===== src/rtl/txd_pkg.sv =====
package txd_pkg;
  localparam int unsigned WORD_W    = 32;
  localparam int unsigned LEN_W     = 14;
  localparam int unsigned BIT_USED  = 31;
  localparam int unsigned BIT_WRAP  = 30;
  localparam int unsigned BIT_RETRY = 29;
  localparam int unsigned BIT_CORR  = 27;
  localparam int unsigned BIT_LATE  = 26;
  localparam int unsigned BIT_TS    = 23;
  localparam int unsigned BIT_NOCRC = 16;
  localparam int unsigned BIT_LAST  = 15;

  typedef enum logic [2:0] {
    ST_IDLE,
    ST_RD_REQ,
    ST_RD_WAIT,
    ST_HAND,
    ST_DONE_WAIT,
    ST_WB_REQ
  } txd_state_e;
endpackage


===== src/rtl/txd_qptr.sv =====
module txd_qptr #(
  parameter int unsigned ADDR_W = 32
) (
  input  logic              clk,
  input  logic              rst,
  input  logic              load_base,
  input  logic [ADDR_W-1:0] base,
  input  logic              ext_mode,
  input  logic              advance,
  input  logic              wrap,
  input  logic              mark,
  input  logic              rewind,
  output logic [ADDR_W-1:0] cur,
  output logic [ADDR_W-1:0] frm
);
  localparam logic [ADDR_W-1:0] STRIDE_N = ADDR_W'(8);
  localparam logic [ADDR_W-1:0] STRIDE_X = ADDR_W'(16);

  always_ff @(posedge clk) begin
    if (rst) begin
      cur <= '0;
      frm <= '0;
    end else if (load_base) begin
      cur <= base;
      frm <= base;
    end else if (rewind) begin
      cur <= frm;
    end else begin
      if (advance) cur <= wrap ? base : cur + (ext_mode ? STRIDE_X : STRIDE_N);
      if (mark)    frm <= cur;
    end
  end
endmodule


===== src/rtl/txd_wb_build.sv =====
module txd_wb_build
  import txd_pkg::*;
(
  input  logic [WORD_W-1:0] first_ctl,
  input  logic [1:0]        widx,
  input  logic              set_used,
  input  logic              retry,
  input  logic              corrupt,
  input  logic              late,
  input  logic              ts,
  input  logic [11:0]       ts_sec,
  input  logic [29:0]       ts_ns,
  output logic [WORD_W-1:0] wdata
);
  logic [WORD_W-1:0] stat_w;

  always_comb begin
    stat_w            = first_ctl;
    stat_w[29:20]     = '0;
    stat_w[BIT_USED]  = set_used;
    stat_w[BIT_RETRY] = retry;
    stat_w[BIT_CORR]  = corrupt;
    stat_w[BIT_LATE]  = late;
    stat_w[BIT_TS]    = ts;
    case (widx)
      2'd2:    wdata = {ts_sec[1:0], ts_ns};
      2'd3:    wdata = {22'd0, ts_sec[11:2]};
      default: wdata = stat_w;
    endcase
  end
endmodule


===== src/rtl/txd_ring_walker.sv =====
module txd_ring_walker
  import txd_pkg::*;
#(
  parameter int unsigned ADDR_W   = 32,
  parameter int unsigned MAX_BUFS = 128
) (
  input  logic              clk,
  input  logic              rst,
  input  logic [ADDR_W-1:0] cfg_base_addr,
  input  logic              cfg_ext_mode,
  input  logic              tx_enable,
  input  logic              tx_start,
  input  logic              tx_halt,
  output logic              mem_req_valid,
  input  logic              mem_req_ready,
  output logic              mem_req_we,
  output logic [ADDR_W-1:0] mem_req_addr,
  output logic [31:0]       mem_req_wdata,
  input  logic              mem_rvalid,
  input  logic [31:0]       mem_rdata,
  output logic              buf_valid,
  input  logic              buf_ready,
  output logic [31:0]       buf_addr,
  output logic [13:0]       buf_len,
  output logic              buf_first,
  output logic              buf_last,
  output logic              buf_nocrc,
  input  logic              done_valid,
  input  logic              done_retry_err,
  input  logic              done_late_col,
  input  logic              done_ts_valid,
  input  logic [11:0]       done_ts_sec,
  input  logic [29:0]       done_ts_ns,
  output logic              tx_go,
  output logic              tx_err,
  output logic              fcs_bad
);
  localparam int unsigned CNT_W = $clog2(MAX_BUFS + 1);
  localparam logic [CNT_W-1:0] LAST_IDX = CNT_W'(MAX_BUFS - 1);

  txd_state_e        state;
  logic [1:0]        widx;
  logic [CNT_W-1:0]  nbuf;
  logic [ADDR_W-1:0] base_q;
  logic              ext_q;
  logic              go_q;
  logic              halt_pend;
  logic              rd_out;
  logic [31:0]       addr_q;
  logic [LEN_W-1:0]  len_q;
  logic              last_q;
  logic              wrap_q;
  logic [31:0]       first_ctl_q;
  logic              retry_q, late_q, corrupt_q, ts_q;
  logic [11:0]       sec_q;
  logic [29:0]       ns_q;

  logic [ADDR_W-1:0] cur, frm, word_off;
  logic              rd_ctl, ctl_used, p_mark, p_adv, p_rewind;
  logic              wb_fire, wb_last, err_any;

  // Combinational decode of the current step
  assign word_off = ADDR_W'({widx, 2'b00});
  assign rd_ctl   = (state == ST_RD_WAIT) && mem_rvalid && (widx == 2'd1);
  assign ctl_used = mem_rdata[BIT_USED];
  assign err_any  = retry_q | late_q | corrupt_q;
  assign wb_fire  = (state == ST_WB_REQ) && mem_req_ready;
  assign wb_last  = ((widx == 2'd1) && !ts_q) || (widx == 2'd3);
  assign p_mark   = tx_enable && rd_ctl && !ctl_used && (nbuf == '0) && !halt_pend;
  assign p_adv    = tx_enable && (state == ST_HAND) && buf_ready;
  assign p_rewind = tx_enable && wb_fire && wb_last && err_any;

  txd_qptr #(.ADDR_W(ADDR_W)) u_qptr (
    .clk      (clk),
    .rst      (rst),
    .load_base(!tx_enable),
    .base     (base_q),
    .ext_mode (ext_q),
    .advance  (p_adv),
    .wrap     (wrap_q),
    .mark     (p_mark),
    .rewind   (p_rewind),
    .cur      (cur),
    .frm      (frm)
  );

  txd_wb_build u_wb (
    .first_ctl(first_ctl_q),
    .widx     (widx),
    .set_used (!corrupt_q),
    .retry    (retry_q),
    .corrupt  (corrupt_q),
    .late     (late_q),
    .ts       (ts_q),
    .ts_sec   (sec_q),
    .ts_ns    (ns_q),
    .wdata    (mem_req_wdata)
  );

  // Port outputs
  assign mem_req_valid = ((state == ST_RD_REQ) && !rd_out) || (state == ST_WB_REQ);
  assign mem_req_we    = (state == ST_WB_REQ);
  assign mem_req_addr  = (state == ST_WB_REQ) ? frm + word_off : cur + word_off;
  assign buf_valid     = (state == ST_HAND);
  assign buf_addr      = addr_q;
  assign buf_len       = len_q;
  assign buf_last      = last_q;
  assign buf_first     = (nbuf == '0);
  assign buf_nocrc     = first_ctl_q[BIT_NOCRC];
  assign tx_go         = go_q;

  always_ff @(posedge clk) begin
    if (rst) begin
      state       <= ST_IDLE;
      widx        <= '0;
      nbuf        <= '0;
      base_q      <= '0;
      ext_q       <= 1'b0;
      go_q        <= 1'b0;
      halt_pend   <= 1'b0;
      rd_out      <= 1'b0;
      addr_q      <= '0;
      len_q       <= '0;
      last_q      <= 1'b0;
      wrap_q      <= 1'b0;
      first_ctl_q <= '0;
      retry_q     <= 1'b0;
      late_q      <= 1'b0;
      corrupt_q   <= 1'b0;
      ts_q        <= 1'b0;
      sec_q       <= '0;
      ns_q        <= '0;
      tx_err      <= 1'b0;
      fcs_bad     <= 1'b0;
    end else begin
      tx_err  <= 1'b0;
      fcs_bad <= 1'b0;

      if (mem_req_valid && mem_req_ready && !mem_req_we) rd_out <= 1'b1;
      else if (mem_rvalid)                              rd_out <= 1'b0;

      if ((state == ST_IDLE) && !go_q) begin
        base_q <= cfg_base_addr;
        ext_q  <= cfg_ext_mode;
      end

      if (!tx_enable) begin
        state     <= ST_IDLE;
        go_q      <= 1'b0;
        halt_pend <= 1'b0;
      end else begin
        if (tx_halt && go_q) halt_pend <= 1'b1;
        case (state)
          ST_IDLE: begin
            if (tx_start) begin
              go_q  <= 1'b1;
              widx  <= '0;
              nbuf  <= '0;
              state <= ST_RD_REQ;
            end
          end
          ST_RD_REQ: begin
            if (mem_req_valid && mem_req_ready) state <= ST_RD_WAIT;
          end
          ST_RD_WAIT: begin
            if (mem_rvalid) begin
              if (widx == 2'd0) begin
                addr_q <= mem_rdata;
                widx   <= 2'd1;
                state  <= ST_RD_REQ;
              end else if (ctl_used) begin
                if (nbuf == '0) begin
                  go_q      <= 1'b0;
                  halt_pend <= 1'b0;
                  state     <= ST_IDLE;
                end else begin
                  corrupt_q <= 1'b1;
                  tx_err    <= 1'b1;
                  fcs_bad   <= 1'b1;
                  widx      <= 2'd1;
                  state     <= ST_WB_REQ;
                end
              end else if ((nbuf == '0) && halt_pend) begin
                go_q      <= 1'b0;
                halt_pend <= 1'b0;
                state     <= ST_IDLE;
              end else begin
                len_q  <= mem_rdata[LEN_W-1:0];
                last_q <= mem_rdata[BIT_LAST];
                wrap_q <= mem_rdata[BIT_WRAP];
                if (nbuf == '0) begin
                  first_ctl_q <= mem_rdata;
                  retry_q     <= 1'b0;
                  late_q      <= 1'b0;
                  corrupt_q   <= 1'b0;
                  ts_q        <= 1'b0;
                end
                state <= ST_HAND;
              end
            end
          end
          ST_HAND: begin
            if (buf_ready) begin
              nbuf <= nbuf + 1'b1;
              widx <= '0;
              if (last_q) begin
                state <= ST_DONE_WAIT;
              end else if (nbuf == LAST_IDX) begin
                corrupt_q <= 1'b1;
                tx_err    <= 1'b1;
                fcs_bad   <= 1'b1;
                widx      <= 2'd1;
                state     <= ST_WB_REQ;
              end else begin
                state <= ST_RD_REQ;
              end
            end
          end
          ST_DONE_WAIT: begin
            if (done_valid) begin
              retry_q <= done_retry_err;
              late_q  <= done_late_col;
              ts_q    <= done_ts_valid && ext_q;
              sec_q   <= done_ts_sec;
              ns_q    <= done_ts_ns;
              widx    <= 2'd1;
              state   <= ST_WB_REQ;
            end
          end
          ST_WB_REQ: begin
            if (mem_req_ready) begin
              if (!wb_last) begin
                widx <= widx + 2'd1;
              end else if (err_any || halt_pend) begin
                go_q      <= 1'b0;
                halt_pend <= 1'b0;
                state     <= ST_IDLE;
              end else begin
                widx  <= '0;
                nbuf  <= '0;
                state <= ST_RD_REQ;
              end
            end
          end
          default: state <= ST_IDLE;
        endcase
      end
    end
  end
endmodule


===== config.mk =====
export PLATFORM = sky130hd
export DESIGN_NAME = txd_ring_walker
export DESIGN_NICKNAME = d
export VERILOG_FILES = /design/src/rtl/txd_pkg.sv /design/src/rtl/txd_qptr.sv /design/src/rtl/txd_wb_build.sv /design/src/rtl/txd_ring_walker.sv
export SDC_FILE = /design/constraint.sdc
export NUM_CORES = 1
export LEC_CHECK = 0
export BUFFER_PORTS_ARGS = -buffer_cell sky130_fd_sc_hd__buf_4
export CORE_MARGIN = 5
export CORE_UTILIZATION = 50
export CTS_CLUSTER_SIZE = 10
export DETAILED_ROUTE_END_ITERATION = 10
export PLACE_DENSITY = 0.74
export SYNTH_ARGS = -nofsm -noshare
export SYNTH_HDL_FRONTEND = slang
export SYNTH_SLANG_ARGS = --single-unit

===== constraint.sdc =====
create_clock -name clk -period 5.9 [get_ports clk]
set_input_delay 0.295 -clock clk [delete_from_list [all_inputs] [get_ports clk]]
set_output_delay 0.295 -clock clk [all_outputs]
set_load 0.02 [all_outputs]

==> impl_metrics.json <==
{
  "grt_pass1_wl_mm": 60.83,
  "p_per_area_nw_per_um2": 234.7,
  "max_freq_ghz": 0.2312,
  "synthDistinctLibCells": 73,
  "critPathTopFamily": "simple AND/OR/NAND/NOR gates",
  "viasPerCell": 5.804,
  "syn_area_um2": 11940,
  "ys_top_cells_by_area": "dfxtp_1, nand2_1, a21oi_1, mux2i_1, nor2_1",
  "ir_drop_mv": 0.1898,
  "place_hpwl_mm": 26.25,
  "ys_ff_latch": 229,
  "gr-usage-met2": 0.4361,
  "rsz0062_at_grt": "false",
  "slew_headroom": 0.1635,
  "wl_mm": 38.80,
  "dr.pass1.iters": 5,
  "io_buffers": 237,
  "n_antenna_cell": 0,
  "post-place-ws_ns": 2.200,
  "vias": 12290,
  "cts-resized-gates": 0,
  "initial_core_util": 0.5088,
  "drt_iter0_drc": 1074,
  "start_kind": "flop",
  "dieArea_um2": 27080,
  "die_x_um": 164.6,
  "clock_sink_count": 229,
  "clockBufferDepth": 3,
  "hp-class": "in2reg",
  "antenna_left": 0,
  "hold_viol": 0,
  "critPathKind": "reg2out",
  "cp-end-kind": "primary output",
  "gp_congestion": 0.9254,
  "htree_levels": 1,
  "drc_errors": 0,
  "use_met1": 0.3555,
  "drive_above_1_share": 0.1751,
  "avgSynthCellArea_um2": 7.622,
  "track_usage": 0.2745,
  "antenna_found_initial": 0,
  "first_global_vias": 11810,
  "cp_num_buf_inv": 2,
  "num_io_pins": 238,
  "grtUsageMet3": 0.07013,
  "grt_max_degree": 114,
  "power.total_mw": 3.554,
  "synth_warnings": 0,
  "required_ns": 5.61,
  "tritoncts": "built",
  "yosysTopAreaCellShare": 0.3838,
  "critPathMaxStageDelay_ns": 0.67,
  "crit_slowest_cell": "dfxtp_1",
  "gr-total-overflow": 0,
  "yosysMostFrequentCell": "nand2_1",
  "multi_input_area_um2": 6792,
  "status": "finished clean",
  "leakagePower_nw": 6.115,
  "tightestPinTransition_ns": 1.253,
  "slew_violations": 0,
  "nets": 1924,
  "yosysSeqAreaShare": 0.3838,
  "fillers": 1984,
  "worstPathCellList": "nand3b_4, buf_4, nand2_1, nand2_1, ha_1, a21oi_1, nor2_1, nand3_1, nor4_2, xnor2_1, buf_4",
  "finalSetupTns_ns": 0,
  "die_y_um": 164.6,
  "ff_latch_area_um2": 4584,
  "wl_per_cell_um": 18.32,
  "cts_buffers": 27,
  "post-route-period-util": 0.7331,
  "syn_inst": 1567,
  "async_reset_ff_frac": 0,
  "area_growth_pct": 26.81,
  "cp_max_fo": 46,
  "syn_nets": 1698,
  "synth_top_area_cell": "dfxtp_1",
  "cts_root_buf": "clkbuf_16",
  "fin_worst_skew_ns": 0.01874,
  "clock_latency_ns": 0.55,
  "core_area_um2": 23470,
  "yosys-top-cells-count": "nand2_1, dfxtp_1, a21oi_1",
  "cts.reportedPaths.clkPinSlew_ns": 0.06,
  "top_usage_layer": "met2",
  "maxCapViolations": 0,
  "synth-edff-count": 0,
  "setup_viol": 0,
  "fin_ws_ns": 1.575,
  "rows": 56,
  "critical_path_arrival_ns": 4.03,
  "layout_min_cycle_time_ns": 4.325,
  "cts_setup_buffers": 0,
  "ys.flop_type": "dfxtp_1"
}
==> worst min-delay path: stages <==
cell     delay (ns)
buf_4          0.09
mux2i_1        0.06
nor2_1         0.07
==> through the flow <==
| stage | std cells | hold slack, ns | area (µm²) | utilization |
|---|---|---|---|---|
| 6_report | 2118 | 0.01259 | 15150 | 0.6453 |
| 5_1_grt | 2118 | 0.0005371 | 15150 | 0.6453 |
| 4_1_cts | 2118 | 0.0002685 | 15150 | 0.6453 |
| 3_5_place_dp | 2020 | 0.4446 | 13770 | 0.5867 |
| 3_3_place_gp | 2020 | 0.4376 | 13770 | 0.5867 |
| 2_1_floorplan | 1567 | 0.4310 | 11940 | - |
==> worst paths after layout <==
path	startpoint	to	slack [ns]	cells past startpoint
worst max-delay path	state[1]	mem_req_addr[31]	1.57	11
worst min-delay path	mem_rdata[12]	buf_len[12]	0.01	3
worst max register to register	state[0]	u_qptr.cur[27]	2.81	7
worst min register to register	first_ctl_q[7]	first_ctl_q[7]	0.45	2
==> power by group <==
part	switching [mW]	leakage (nW)	internal, mW	total [mW]
sequential	0.0775	1.86	1.60	1.67
combinational	0.216	3.88	0.191	0.406
clock	0.628	0.366	0.845	1.47
total	0.921	6.11	2.63	3.55
==> layout by cell type, fill, tap and decap left out, types with 3 or more instances in the layout <==
cell type and n:
or4_1 3, mux2i_1 64, clkbuf_16 27, xnor2_1 33, a311oi_1 5, nor4_2 3, nor2b_1 11, dlygate4sd3_1 63
buf_4 254, and2_1 12, o2111ai_1 4, o22ai_1 8, a31oi_1 9, inv_1 20, o21bai_1 3, a22oi_1 16
nor3_1 22, ha_1 10, nand2_1 373, a21oi_1 180, nand3_1 35, o211ai_1 8, nor2_1 117, clkbuf_1 4
a21o_1 4, nor4_1 6, xor2_1 29, o221ai_1 6, o31ai_1 8, nor2_2 3, and3_1 12, a211oi_1 49
a221oi_1 6, mux2_2 4, dfxtp_1 229, nand4_1 27, or3_1 7, nand2b_1 32, o21ai_0 46
==> sequential cells by signal, indices dropped and copies added, names as in the netlist <==
register and flops:
base_q 32, buf_addr 32, buf_last 1, buf_len 14, corrupt_q 1, ext_q 1
fcs_bad 1, first_ctl_q 21, halt_pend 1, late_q 1, nbuf 8, ns_q 30
rd_out 1, retry_q 1, sec_q 12, state 3, ts_q 1, tx_go 1
u_qptr.cur 32, u_qptr.frm 32, widx 2, wrap_q 1
==> timing repair <==
item | in CTS | in global routing
hold endpoints to repair | 64 | 0
hold buffers | 63 | 0
endpoints found under the setup margin | 0 | 0
==> final cells by class <==
class	instances	area share
Timing Repair Buffer	318	0.1683
Sequential cell	229	0.3027
Clock buffer	33	0.04742
Multi-Input combinational cell	1196	0.4484
Inverter	21	0.005204
Tap cell	319	0.02635
Clock inverter	2	0.001652
==> per-layer routing <==
metal,vias to the layer above,wire length [µm]
met5,-,0
met4,0,1648
met3,110,3654
met2,558,17880
met1,5759,15620
li1,5865,-
==> cell families (layout without fill, tap and decap cells) <==
group | count (synthesis) | after routing | synth area share
adders and majority gates | 12 | 12 | 0.01383
buffers and inverters | 142 | 374 | 0.04986
muxes | 68 | 68 | 0.05741
AOI/OAI and AO/OA | 371 | 371 | 0.1935
and+or+nand+nor | 683 | 683 | 0.2561
DFF | 229 | 229 | 0.3838
xor gates and xnor gates | 62 | 62 | 0.04546
Power figures use the tool's default switching activity.
